File: config.mk
export PLATFORM = sky130hd
export DESIGN_NAME = panel_cfg_seq
export DESIGN_NICKNAME = d
export VERILOG_FILES = /design/src/rtl/panel_cfg_pkg.sv /design/src/rtl/panel_cfg_shifter.sv /design/src/rtl/panel_cfg_sequencer.sv /design/src/rtl/panel_cfg_seq.sv
export SDC_FILE = /design/constraint.sdc
export NUM_CORES = 1
export LEC_CHECK = 0
export BUFFER_PORTS_ARGS = -buffer_cell sky130_fd_sc_hd__buf_2
export CAP_MARGIN = 10
export CELL_PAD_IN_SITES_DETAIL_PLACEMENT = 2
export CELL_PAD_IN_SITES_GLOBAL_PLACEMENT = 2
export CORE_AREA = 2 2 104 106
export DETAILED_ROUTE_END_ITERATION = 8
export DIE_AREA = 0 0 106 108
export PLACE_DENSITY_LB_ADDON = 0.1
export SLEW_MARGIN = 20
export SYNTH_ARGS = -nofsm -noshare
export SYNTH_HDL_FRONTEND = slang
export SYNTH_SLANG_ARGS = --single-unit
File: constraint.sdc
create_clock -name clk -period 3.1 [get_ports clk]
set_clock_uncertainty 0.15 [all_clocks]
set_input_delay 0.62 -clock clk [delete_from_list [all_inputs] [get_ports clk]]
set_output_delay 0.62 -clock clk [all_outputs]
set_load 0.005 [all_outputs]
File: src/rtl/panel_cfg_pkg.sv
package panel_cfg_pkg;

  typedef enum logic [1:0] {
    LST_ON  = 2'd0,
    LST_OFF = 2'd1,
    LST_ONE = 2'd2
  } list_e;

  localparam int unsigned ON_LEN  = 5;
  localparam int unsigned IDX_W   = 3;

  // effective half period: zero behaves as one
  function automatic logic [15:0] eff_half(input logic [15:0] d);
    return (d == '0) ? 16'd1 : d;
  endfunction

  // index of the final write in a list
  function automatic logic [IDX_W-1:0] last_idx(input list_e l);
    return (l == LST_ON) ? IDX_W'(ON_LEN - 1) : '0;
  endfunction

  // fixed command words, {address, value}
  function automatic logic [15:0] list_word(input list_e l,
                                            input logic [IDX_W-1:0] i,
                                            input logic [15:0] host);
    logic [15:0] w;
    w = host;
    if (l == LST_OFF) begin
      w = 16'h055E;
    end else if (l == LST_ON) begin
      case (i)
        3'd0:    w = 16'h051E;
        3'd1:    w = 16'h055E;
        3'd2:    w = 16'h078D;
        3'd3:    w = 16'h1301;
        default: w = 16'h055F;
      endcase
    end
    return w;
  endfunction

endpackage

File: src/rtl/panel_cfg_shifter.sv
module panel_cfg_shifter #(
  parameter int unsigned DIV_W  = 8,
  parameter int unsigned WORD_W = 16
) (
  input  logic              clk,
  input  logic              rst,
  input  logic [DIV_W-1:0]  div_half,
  input  logic              start,
  input  logic [WORD_W-1:0] word,
  output logic              ready,
  output logic              word_done,
  output logic              ser_en,
  output logic              ser_clk,
  output logic              ser_dat
);
  import panel_cfg_pkg::*;

  localparam int unsigned BIT_W = $clog2(WORD_W);

  typedef enum logic [2:0] {
    SH_IDLE, SH_LEAD, SH_LO, SH_HI, SH_GAP
  } sh_state_e;

  sh_state_e         st;
  logic [DIV_W-1:0]  cnt;
  logic [DIV_W-1:0]  reload;
  logic [WORD_W-1:0] sh;
  logic [BIT_W-1:0]  nbit;
  logic              gap2;
  logic              phase_tick;

  assign reload     = DIV_W'(eff_half(16'(div_half)) - 16'd1);
  assign phase_tick = (cnt == '0);
  assign ready      = (st == SH_IDLE);
  assign word_done  = (st == SH_GAP) && phase_tick && gap2;

  always_ff @(posedge clk) begin
    if (rst) begin
      st   <= SH_IDLE;
      cnt  <= '0;
      sh   <= '0;
      nbit <= '0;
      gap2 <= 1'b0;
    end else begin
      case (st)
        SH_IDLE: if (start) begin
          sh  <= word;
          cnt <= reload;
          st  <= SH_LEAD;
        end
        SH_LEAD: if (phase_tick) begin
          cnt  <= reload;
          nbit <= '0;
          st   <= SH_LO;
        end else cnt <= cnt - 1'b1;
        SH_LO: if (phase_tick) begin
          cnt <= reload;
          st  <= SH_HI;
        end else cnt <= cnt - 1'b1;
        SH_HI: if (phase_tick) begin
          cnt <= reload;
          if (nbit == BIT_W'(WORD_W - 1)) begin
            gap2 <= 1'b0;
            st   <= SH_GAP;
          end else begin
            nbit <= nbit + 1'b1;
            sh   <= sh << 1;
            st   <= SH_LO;
          end
        end else cnt <= cnt - 1'b1;
        SH_GAP: if (phase_tick) begin
          cnt <= reload;
          if (gap2) st <= SH_IDLE;
          else      gap2 <= 1'b1;
        end else cnt <= cnt - 1'b1;
        default: st <= SH_IDLE;
      endcase
    end
  end

  assign ser_en  = (st == SH_IDLE) || (st == SH_GAP);
  assign ser_clk = (st != SH_LO);
  assign ser_dat = ((st == SH_LO) || (st == SH_HI)) ? sh[WORD_W-1] : 1'b0;

endmodule

File: src/rtl/panel_cfg_sequencer.sv
module panel_cfg_sequencer #(
  parameter int unsigned ADDR_W = 8,
  parameter int unsigned DATA_W = 8
) (
  input  logic                     clk,
  input  logic                     rst,
  input  logic                     req_on,
  input  logic                     req_off,
  input  logic                     wr_req,
  input  logic [ADDR_W-1:0]        wr_addr,
  input  logic [DATA_W-1:0]        wr_data,
  input  logic                     sh_ready,
  input  logic                     word_done,
  output logic                     start,
  output logic [ADDR_W+DATA_W-1:0] word,
  output logic                     busy,
  output logic                     done
);
  import panel_cfg_pkg::*;

  logic                     run;
  logic                     issue;
  list_e                    lsel;
  logic [IDX_W-1:0]         idx;
  logic [ADDR_W+DATA_W-1:0] host_w;
  logic                     accept;
  logic                     at_last;

  assign accept  = !run && (req_on || req_off || wr_req);
  assign at_last = (idx == last_idx(lsel));

  always_ff @(posedge clk) begin
    if (rst) begin
      run    <= 1'b0;
      issue  <= 1'b0;
      lsel   <= LST_ON;
      idx    <= '0;
      host_w <= '0;
    end else if (accept) begin
      run   <= 1'b1;
      issue <= 1'b1;
      idx   <= '0;
      if (req_on)       lsel <= LST_ON;
      else if (req_off) lsel <= LST_OFF;
      else begin
        lsel   <= LST_ONE;
        host_w <= {wr_addr, wr_data};
      end
    end else if (run) begin
      if (issue && sh_ready) issue <= 1'b0;
      if (word_done) begin
        if (at_last) run <= 1'b0;
        else begin
          idx   <= idx + 1'b1;
          issue <= 1'b1;
        end
      end
    end
  end

  assign start = run && issue && sh_ready;
  assign word  = (ADDR_W+DATA_W)'(list_word(lsel, idx, 16'(host_w)));
  assign busy  = run;
  assign done  = run && word_done && at_last;

endmodule

File: src/rtl/panel_cfg_seq.sv
module panel_cfg_seq #(
  parameter int unsigned DIV_W  = 8,
  parameter int unsigned ADDR_W = 8,
  parameter int unsigned DATA_W = 8
) (
  input  logic              clk,
  input  logic              rst,
  input  logic [DIV_W-1:0]  div_half,
  input  logic              req_on,
  input  logic              req_off,
  input  logic              wr_req,
  input  logic [ADDR_W-1:0] wr_addr,
  input  logic [DATA_W-1:0] wr_data,
  output logic              ser_en,
  output logic              ser_clk,
  output logic              ser_dat,
  output logic              busy,
  output logic              done
);
  localparam int unsigned WORD_W = ADDR_W + DATA_W;

  logic              start;
  logic              sh_ready;
  logic              word_done;
  logic [WORD_W-1:0] word;

  panel_cfg_sequencer #(.ADDR_W(ADDR_W), .DATA_W(DATA_W)) seq_i (
    .clk(clk), .rst(rst),
    .req_on(req_on), .req_off(req_off), .wr_req(wr_req),
    .wr_addr(wr_addr), .wr_data(wr_data),
    .sh_ready(sh_ready), .word_done(word_done),
    .start(start), .word(word), .busy(busy), .done(done)
  );

  panel_cfg_shifter #(.DIV_W(DIV_W), .WORD_W(WORD_W)) shf_i (
    .clk(clk), .rst(rst), .div_half(div_half),
    .start(start), .word(word),
    .ready(sh_ready), .word_done(word_done),
    .ser_en(ser_en), .ser_clk(ser_clk), .ser_dat(ser_dat)
  );

endmodule

======== Yosys cells after proc, flatten, opt, wreduce, memory -nomap -nowiden ========
Index checks and enable logic that the tools add are counted.
word-level totals
  flip-flop bits (word level) ............. 55
  input bits .............................. 29
  output and inout bits ................... 5
  logic and storage cells ................. 108
cells by class
  $add $sub $neg .......................... 4
  equality and inequality tests ........... 19
  multiplexer cells ....................... 40
  bitwise logic cells ..................... 3
  reductions and logical operators ........ 32
operators with widths
  operator               number
  $mux W16               5
  $pmux W13 S4           1
  $pmux W16 S2           1
  $mux W3                8
  $mux W8                3
  $logic_not A8 Y1       2
  $pmux W8 S2            1
  $sub A8 B1 Y8 const B  2
  $pmux W3 S5            1
  $mux W1                13
  $eq A3 B2 Y1 const B   4
  $mux W4                3
  $ne A2 B1 Y1 const B   6
  $reduce_and A4 Y1      3
  $reduce_bool A2 Y1     5
  $logic_and A1 B1 Y1    8
  $pmux W4 S2            1
  $eq A3 B1 Y1 const B   2
  $logic_not A3 Y1       2
  $reduce_and A3 Y1      2
  $reduce_and A6 Y1      1
  $add A4 B1 Y4 const B  1
  $eq A4 B4 Y1 const B   1
  $logic_or A1 B1 Y1     4
  other kinds (14)       18

======== Logic depth before layout (Yosys ltp) ========
Gate-level depths: netlist (run 1).
  word-level depth ........................ 7
  mapped depth ............................ 9
  mapped depth without buffers ............ 9

======== Cells and area by module ========
Synthesis (run 1) repeated with hierarchy kept, for this count alone.
second synthesis, totals
  cell total of the unflattened synthesis .. 383
  area total of the unflattened synthesis .. 3,216.8 µm²
by module, submodules not included
  module               times used  cells an instance  area an instance (µm²)  sequential area each (µm²)
  panel_cfg_shifter    1           229                1,984.4                 640.6
  panel_cfg_sequencer  1           154                1,232.4                 460.4

======== Least setup slack after synthesis (run 1) ========
No wires, ideal clock.
  path kind ............................... reg2out
  start point ............................. register shf_i.cnt[0]
  end point ............................... output done
  data arrival time ....................... 1.458 ns
  data required time ...................... 2.330 ns
  setup slack ............................. 0.872 ns
  stages on the path, launching flop included .. 6
  buffers on the path ..................... 0
  cells stage by stage .................... dfxtp_1 > inv_1 > ha_1 > nor3b_1 > nand2_1 > nor4_1
on the way
  longest elaborated chain between the ends .. 5
RTL lines
  item                               line                       text
  from (decl)                        panel_cfg_shifter.sv:25    logic [DIV_W-1:0] cnt;
  from (signal assigned)             panel_cfg_shifter.sv:48    cnt <= reload;
  from (signal assigned)             panel_cfg_shifter.sv:52    cnt <= reload;
  from (signal assigned)             panel_cfg_shifter.sv:55    end else cnt <= cnt - 1'b1;
  $logic_not A8 Y1                   panel_cfg_shifter.sv:33    assign phase_tick = (cnt == '0);
  $logic_and A1 B1 Y1 (2 in series)  panel_cfg_shifter.sv:35    assign word_done = (st == SH_GAP) && phase_tick && gap2;
  $logic_and A1 B1 Y1 (2 in series)  panel_cfg_sequencer.sv:64  assign done = run && word_done && at_last;
  to (decl)                          panel_cfg_seq.sv:18        output logic done
No other way between the ends.

======== Final worst setup path (run 1) ========
  start point ............................. register shf_i.cnt[3]
  end point ............................... output done
The elaborated chain is that of the path after synthesis.

==> results of run 1 <==
registers in the layout, summed over array words and instances (netlist names):
name,flops
shf_i.gap2,1
shf_i.nbit,4
shf_i.cnt,8
seq_i.busy,1
seq_i.issue,1
shf_i.st,3
seq_i.lsel,2
shf_i.sh,16
seq_i.idx,3
seq_i.host_w,16
synthesized netlist by cell type (all sizes together), types with 3 or more instances:
library cell	n	area [sq um]
a21oi	40	207.7
nor4	7	58.81
o21ai	16	80.07
ha	9	112.6
or3	5	31.28
a211oi	5	37.54
buf	4	31.27
nand2b	6	37.54
inv	12	45.04
nand3b	3	22.52
dfxtp	55	1101
a221oi	6	52.55
a311oi	5	68.82
o211ai	8	65.06
xnor2	6	52.55
nand3	16	80.08
nor2b	3	26.27
clkbuf	20	85.08
nand2	63	236.5
or2	3	18.77
nor3	18	90.09
nor2	34	143.9
worst reg2reg max path: stages (launching register included):
cell      delay [ns]
dfxtp_1         0.51
or3_1           0.52
nor2_1          0.40
a21oi_2         0.21
a221oi_1        0.31
nor3_1          0.10
worst paths after layout:
path,cells past startpoint,end,slack [ns]
worst max-delay path,4,done,0.32
worst min-delay path,2,seq_i.host_w[3],0.31
worst max register to register,5,shf_i.sh[3],0.76
worst min register to register,2,seq_i.host_w[3],0.31
metal layers:
metal	vias to the layer above	part of all wire (%)	GRT usage, %
li1	1394	-	-
met1	1390	47	19.26
met2	20	50	29.35
met3	7	1.9	2.592
met4	0	1.0	3.947
met5	-	0	0
cell families after synthesis:
family | count (synthesis) | synth area share, %
adders and majority gates | 9 | 3.739
muxes | 3 | 1.039
and+or+nand+nor | 173 | 29.25
AOI/OAI and AO/OA | 98 | 22.31
buffers and inverters | 36 | 5.359
DFF | 55 | 36.56
xor gates and xnor gates | 6 | 1.745
final cells by class:
class	instances	area share (%)
Sequential cell	55	32.50
Multi-Input combinational cell	289	51.62
Timing Repair Buffer	39	6.204
Clock inverter	3	1.292
Inverter	12	1.329
Tap cell	136	5.022
Clock buffer	5	2.031
power by group through the flow:
stage          clock network, mW  registers, mW  logic [mW]
5_1_grt                    0.554          0.960        1.20
4_1_cts                    0.533          0.942        1.09
6_report                   0.504          0.941        1.07
2_1_floorplan                  0          0.876       0.844
3_5_place_dp                   0          0.956        1.08
3_3_place_gp                   0          0.953        1.06
layout by cell type, fill, tap and decap left out, types with 7 or more instances in the layout:
cell type,n
a21oi_1,38
buf_2,33
dfxtp_1,55
ha_1,9
inv_1,12
nand2_1,63
nand3_1,16
nor2_1,33
nor3_1,18
o211ai_1,7
o21ai_0,15
==> flow_summary.ini, run 1 <==
[placement]
placed_area_sq_mm = 0.003276
dp_hpwl_microns = 6241
dp_slack_ns = 0.5632
gp_congestion = 0.7173
dp_cells = 531
io_buffers = 33

[setup_path]
critPathMaxFanout = 8
cp.required_ns = 2.33
crit_path_end_kind = output pin
r2r-start = shf_i.st[2]
worstPathArrival_ns = 2.01
cp-startpoint = shf_i.cnt[3]
crit_family = simple AND/OR/NAND/NOR gates
slowest_delay_ns = 0.45
path_class = reg2out
cp-start-kind = flip-flop
crit_path_cell_trace = nor4_4 > nand2_1 > nor4_1 > buf_2
crit_buf_inv = 1
critPathSlowestCell = nor4_4

[drt]
first_pass_iters = 4
vias = 2811
drcViolationCount = 0
antenna_left = 0
vias_per_cell = 5.215
avgRoutedWirePerCell_microns = 16.17
drtIter0Drc = 69
wirelength_microns = 8714

[power]
ir_worst_vdd_v = 0.0002907
pwr-share-clk_pct = 20.1
switching_power_mw = 1.057
p_seq_share_pct = 37.5
power.density_mw_per_mm2 = 741.6
power_leakage_nw = 1.178
power_frac_comb_pct = 42.5
p_int_mw = 1.456
p_sw_share_pct = 42.05
total_power_mw = 2.513

[synthesis]
avgSynthCellArea_sq_um = 7.925
synth_cell_type_count = 58
synth_area_sq_mm = 0.003012
ys_seq_area_share_pct = 36.56
async_flop_share_pct = 0
yosys_register_bits = 55
synth_nets = 418
yosys_warnings = 0
synth_ff_type = dfxtp_1
synth_edf_count = 0
synthCells = 380

[sta]
fin_setup_tns_ns = 0
setup-violations-final = 0
postLayoutSetupSlackWorst_ns = 0.3206
whs_ns = 0.3103
hold_viol = 0
max_freq_mhz = 359.8
rsz0062_at_grt = false
maxSlewViolCount = 0
period_needed_ns = 2.779
slew_headroom_pct = 42.90
worstMarginPinSlew_ns = 0.8565
period_share_pct = 89.66

[cts]
cts_hold_buf = 0
clockRootBuffer = clkbuf_8
cts.sinks = 55
numCtsBuffers = 5
cts-resized-gates = 0
h-tree-depth = 2
post_cts_buffers = 0
clock_latency_ns = 0.32
tritoncts = yes
clk_pin_slew_worst_paths_ns = 0.10
clockBufferDepth = 2

[final_layout]
fin_area_sq_mm = 0.003388
antennaDiodeCount = 0
drive_gt1_share_pct = 16.87
instances_no_fill = 539
syn_to_final_growth_pct = 12.51
fill_cells = 1229
multiInputGateArea_sq_mm = 0.001749
seq_area_sq_mm = 0.001101
fin_nets = 440
finish.utilization_pct = 33.12

[hold_path]
hold_path.class = reg2reg
min-delay-start = seq_i.host_w[3]

[global_route]
grt-ovfl-total = 0
grt_pass1_vias = 2940
antenna_found_initial = 0
grt_max_degree = 40
grt_pass1_wl_microns = 14510
grt_use_total_pct = 15.89

[flow_run]
cap_violations = 0

[floorplanning]
num_rows = 37
core_sq_mm = 0.01023
die_area_sq_mm = 0.01145
fp.dieW_microns = 106
num_io_pins = 34
start_util_pct = 29.44
die_y_microns = 108

[run_status]
status = complete, no violations
Power figures use the tool's default switching activity.
==> run 2: changes to the inputs <==
BUFFER_PORTS_ARGS = -buffer_cell sky130_fd_sc_hd__buf_4   (was -buffer_cell sky130_fd_sc_hd__buf_2)
==> run 2 against run 1 <==
Against the previous run: count of clock-buffer cells in the layout grew 1; global-route usage grew 0.59 points; wire length up 1.8%; hold slack lost 0.0022 ns; final cell count decreased by 0.37%; final area grew 1.5%; via count shrank 0.68%; critical endpoint unchanged; power is 2.5% lower; sequential share of layout area down 0.47 points.
==> flow_summary.ini, run 2 (synthesized netlist as in run 1, its figures left out) <==
[setup_path]
critPathMaxFanout = 4
path_class = reg2out
crit_buf_inv = 3
r2r-start = shf_i.st[2]
worstPathArrival_ns = 1.99
crit_path_cell_trace = inv_1 > ha_1 > nor3b_1 > buf_4 > nand2_1 > nor4_1 > buf_4
cp-startpoint = shf_i.cnt[0]
crit_family = simple AND/OR/NAND/NOR gates
cp-start-kind = flip-flop
crit_path_end_kind = output pin
slowest_delay_ns = 0.40
timing.critical_path.mode_cell = buf_4
critPathSlowestCell = nor4_1
cp.required_ns = 2.33

[cts]
clock_latency_ns = 0.31
clockBufferDepth = 2
cts-resized-gates = 0
h-tree-depth = 2
tritoncts = yes
numCtsBuffers = 5
post_cts_buffers = 0
cts.sinks = 55
clockRootBuffer = clkbuf_8
clk_pin_slew_worst_paths_ns = 0.10
cts_hold_buf = 0

[sta]
max_freq_mhz = 362.9
period_share_pct = 88.89
period_needed_ns = 2.755
fin_setup_tns_ns = 0
setup-violations-final = 0
rsz0062_at_grt = false
hold_viol = 0
maxSlewViolCount = 0
worstMarginPinSlew_ns = 0.7218
slew_headroom_pct = 51.88

[power]
power.density_mw_per_mm2 = 712.2
total_power_mw = 2.449
ir_worst_vdd_v = 0.0002062
power_leakage_nw = 1.191

[final_layout]
syn_to_final_growth_pct = 14.17
antennaDiodeCount = 0
fill_cells = 1203
layout_commonest_cell = nand2_1
fin_nets = 439
top_regs = seq_i.host_w (16), shf_i.sh (16), shf_i.cnt (8)
drive_gt1_share_pct = 16.46
final_cell_mix = 63 x nand2_1, 55 x dfxtp_1, 38 x a21oi_1, 38 x buf_4, 33 x nor2_1

[drt]
avgRoutedWirePerCell_microns = 16.51
drtIter0Drc = 67
vias = 2792
antenna_left = 0
first_pass_iters = 4
drcViolationCount = 0
wirelength_microns = 8868
vias_per_cell = 5.199

[floorplanning]
core_sq_mm = 0.01023
die_y_microns = 108
num_io_pins = 34
fp.dieW_microns = 106
die_area_sq_mm = 0.01145
start_util_pct = 29.44
num_rows = 37

[hold_path]
min-delay-start = seq_i.host_w[3]
hold_path.class = reg2reg

[global_route]
grt-ovfl-total = 0
antenna_found_initial = 0
grt_use_total_pct = 16.49
grt_pass1_vias = 3064
grt_pass1_wl_microns = 15120
grt_max_degree = 54

[run_status]
status = complete, no violations

[placement]
io_buffers = 33
gp_congestion = 0.7167
dp_hpwl_microns = 6338

[flow_run]
cap_violations = 0
## run 2: cell types whose count changed in the layout (fill, tap and decap cells not counted), sizes merged
cell,previous run,this run
buf,39,38
clkinv,2,1
bufinv,1,0
clkbuf,5,6
## run 2: worst register-to-register path, delay by kind of cell, from the launching register on
kind	cells	cell delay, ns
AND/OR/NAND/NOR	3	0.99
flip-flops	1	0.54
AO/OA/AOI/OAI	2	0.54
## run 2: path summary, 6_finish.rpt
| check | endpoint | slack [ns] | cells past startpoint |
|---|---|---|---|
| hold reg to reg | seq_i.host_w[3] | 0.31 | 2 |
| hold / removal | seq_i.host_w[3] | 0.31 | 2 |
| setup reg to reg | shf_i.sh[11] | 0.81 | 5 |
| setup / recovery | done | 0.34 | 7 |
## run 2: metal layers
layer	vias up	GRT usage [%]	part of all wire [%]
met1	1372	20.48	46
li1	1386	-	-
met5	-	0	0
met4	0	4.417	1.1
met2	26	30.28	51
met3	8	1.869	2.0
## run 2: per-stage QoR
| step | setup WS (ns) | instances | hold WS [ns] | area [sq um] | util [%] |
|---|---|---|---|---|---|
| 6_report | 0.3445 | 537 | 0.3081 | 3438 | 33.61 |
| 4_1_cts | 0.3006 | 537 | 0.3138 | 3438 | 33.61 |
| 3_3_place_gp | 0.6659 | 530 | 0.2904 | 3351 | 32.75 |
| 3_5_place_dp | 0.6171 | 530 | 0.2985 | 3351 | 32.75 |
| 5_1_grt | 0.1535 | 537 | 0.3407 | 3438 | 33.61 |
| 2_1_floorplan | 0.8723 | 380 | 0.2811 | 3012 | - |
## run 2: final cells by class
class | instances | area (sq um) | area share, %
Tap cell | 136 | 170.2 | 4.949
Inverter | 12 | 45.04 | 1.310
Clock buffer | 6 | 82.58 | 2.402
Multi-Input combinational cell | 289 | 1749 | 50.87
Clock inverter | 1 | 5.005 | 0.1456
Sequential cell | 55 | 1101 | 32.02
Timing Repair Buffer | 38 | 285.3 | 8.297
## run 2: where the power goes
group	switching, mW	total, mW	internal [mW]	leakage [nW]
clock network	0.245	0.421	0.177	0.0470
registers	0.143	0.945	0.802	0.447
logic	0.654	1.08	0.429	0.697
total	1.04	2.45	1.41	1.19
==> run 3: changes to the inputs <==
--- a/config.mk
+++ b/config.mk
@@ -11,5 +11,5 @@
 export CELL_PAD_IN_SITES_GLOBAL_PLACEMENT = 2
-export CORE_AREA = 2 2 104 106
+export CORE_AREA = 2 2 107 109
 export DETAILED_ROUTE_END_ITERATION = 8
-export DIE_AREA = 0 0 106 108
+export DIE_AREA = 0 0 109 111
 export PLACE_DENSITY_LB_ADDON = 0.1
@@ -18,2 +18,3 @@
 export SYNTH_HDL_FRONTEND = slang
+export SYNTH_HIERARCHICAL = 1
 export SYNTH_SLANG_ARGS = --single-unit
--- a/constraint.sdc
+++ b/constraint.sdc
@@ -4,2 +4,2 @@
 set_output_delay 0.62 -clock clk [all_outputs]
-set_load 0.005 [all_outputs]
+set_load 0.01 [all_outputs]
==> run 3 against run 2 <==
Against the previous run: final area grew 12%; sequential share of layout area is 3.4 points lower; global-route usage up 0.80 points; sequential power shrank 2%; critical endpoint unchanged.
==> flow_summary.ini, run 3 <==
[power]
total_power_mw = 2.937
ir_worst_vdd_v = 0.0003137
power_leakage_nw = 1.464
power.density_mw_per_mm2 = 762.9

[final_layout]
instances_no_fill = 561
layout_commonest_cell = dfxtp_1
fin_nets = 455
syn_to_final_growth_pct = 19.68
top_regs = seq_i/host_w (16), shf_i/sh (16), shf_i/cnt (8)
drive_gt1_share_pct = 21.53
antennaDiodeCount = 0
finish.utilization_pct = 34.76
final_cell_mix = 55 x dfxtp_1, 50 x nand2_1, 49 x buf_4

[synthesis]
async_flop_share_pct = 0
synth_area_sq_mm = 0.003217
ys_seq_area_share_pct = 34.23
synth_ff_type = dfxtp_1
avgSynthCellArea_sq_um = 8.399
yosysMostFrequentCell = dfxtp_1
synth_cell_type_count = 62
synth_edf_count = 0
synth_top_area_share_pct = 34.23
yosys_warnings = 6
synth_nets = 421
ys_top_cells_by_count = 55 x dfxtp_1, 50 x nand2_1, 27 x nor2_1
synth_area_leaders = dfxtp_1 34%, mux2i_1 5.9%, a211oi_2 5.8%, nand2_1 5.8%, a21oi_1 3.9%
synth_top_cell_by_area = dfxtp_1
synthCells = 383
yosys_register_bits = 55

[sta]
max_freq_mhz = 335.9
worstMarginPinSlew_ns = 0.7768
period_needed_ns = 2.977
slew_headroom_pct = 47.90
hold_viol = 0
setup-violations-final = 0
maxSlewViolCount = 0
fin_setup_tns_ns = 0
postLayoutSetupSlackWorst_ns = 0.1225
period_share_pct = 96.05

[setup_path]
crit_path_end_kind = output pin
cp-start-kind = flip-flop
cp.required_ns = 2.33
critPathMaxFanout = 4
worstPathArrival_ns = 2.21
rrSetupSlack_ns = 0.48
path_class = reg2out

[cts]
tritoncts = yes
clk_pin_slew_worst_paths_ns = 0.08
cts_hold_buf = 0
numCtsBuffers = 5
clock_latency_ns = 0.31
clockBufferDepth = 2
clockRootBuffer = clkbuf_16
h-tree-depth = 2
cts.sinks = 55

[hold_path]
hold_path.class = reg2reg

[drt]
wirelength_microns = 9732
avgRoutedWirePerCell_microns = 17.35
vias = 2980
antenna_left = 0
drtIter0Drc = 60
drcViolationCount = 0
first_pass_iters = 4
vias_per_cell = 5.312

[floorplanning]
num_rows = 39
fp.dieW_microns = 109
start_util_pct = 29.04
die_y_microns = 111
core_sq_mm = 0.01108
die_area_sq_mm = 0.01210
num_io_pins = 34

[flow_run]
cap_violations = 0

[global_route]
grt_pass1_vias = 3257
grt_use_total_pct = 17.29
grt_pass1_wl_microns = 16650
grt-ovfl-total = 0
antenna_found_initial = 0
grt_max_degree = 31

[placement]
dp_cells = 549
io_buffers = 33
gp_congestion = 0.8169
dp_slack_ns = 0.2714
dp_hpwl_microns = 7171

[run_status]
status = complete, no violations
[run 3: routing by layer]
metal / wire [microns] / track usage (%)
met2: 4715 / 29.32
met3: 234 / 2.822
met4: 150 / 4.530
met5: 0 / 0
met1: 4631 / 22.48
[run 3: cells by family (layout without fill, tap and decap cells)]
logic type | Yosys count | count (layout) | synth area share, %
DFF | 55 | 55 | 34.23
AOI/OAI and AO/OA | 110 | 110 | 26.45
adders and majority gates | 9 | 9 | 3.501
buffers and inverters | 42 | 77 | 5.717
and+or+nand+nor | 144 | 144 | 23.10
muxes | 19 | 19 | 5.912
xor gates and xnor gates | 4 | 4 | 1.089
[run 3: final timing paths]
kind	start	endpoint	cells after the start
max reg2reg	shf_i/st[2]	shf_i/sh[9]	8
min reg2reg	seq_i/host_w[5]	seq_i/host_w[5]	2
min	seq_i/host_w[5]	seq_i/host_w[5]	2
max	shf_i/cnt[1]	done	9
[run 3: report_power, final]
group | total, mW | internal [mW] | switching [mW]
combinational | 1.40 | 0.578 | 0.818
clock | 0.614 | 0.307 | 0.307
sequential | 0.928 | 0.823 | 0.105
[run 3: critical path, stage by stage (launching register included)]
cell and delay (ns):
dfxtp_1 0.33, inv_1 0.09, ha_2 0.20, or4b_4 0.50, nor2_4 0.15, nand3_2 0.10
nor2_2 0.14, nand2_1 0.11, nor2b_1 0.14, buf_4 0.13
[run 3: per-stage QoR]
stage	hold slack, ns	area (sq um)
5_1_grt	0.3376	3850
4_1_cts	0.3137	3812
3_3_place_gp	0.2911	3652
3_5_place_dp	0.3014	3652
6_report	0.3074	3850
2_1_floorplan	0.2812	3217
[run 3: cell type report]
class	count	area [sq um]
Inverter	19	71.32
Sequential cell	55	1101
Fill cell	1266	7227
Clock inverter	3	25.02
Clock buffer	5	125.1
Timing Repair Buffer	50	387.9
Tap cell	143	178.9
Multi-Input combinational cell	286	1961
[run 3: repair_timing]
item / CTS / global route
resized for setup: 3 / 3
pin swaps: 0 / 2
setup endpoints to repair: 1 / 1
buffers inserted: 0 / 4
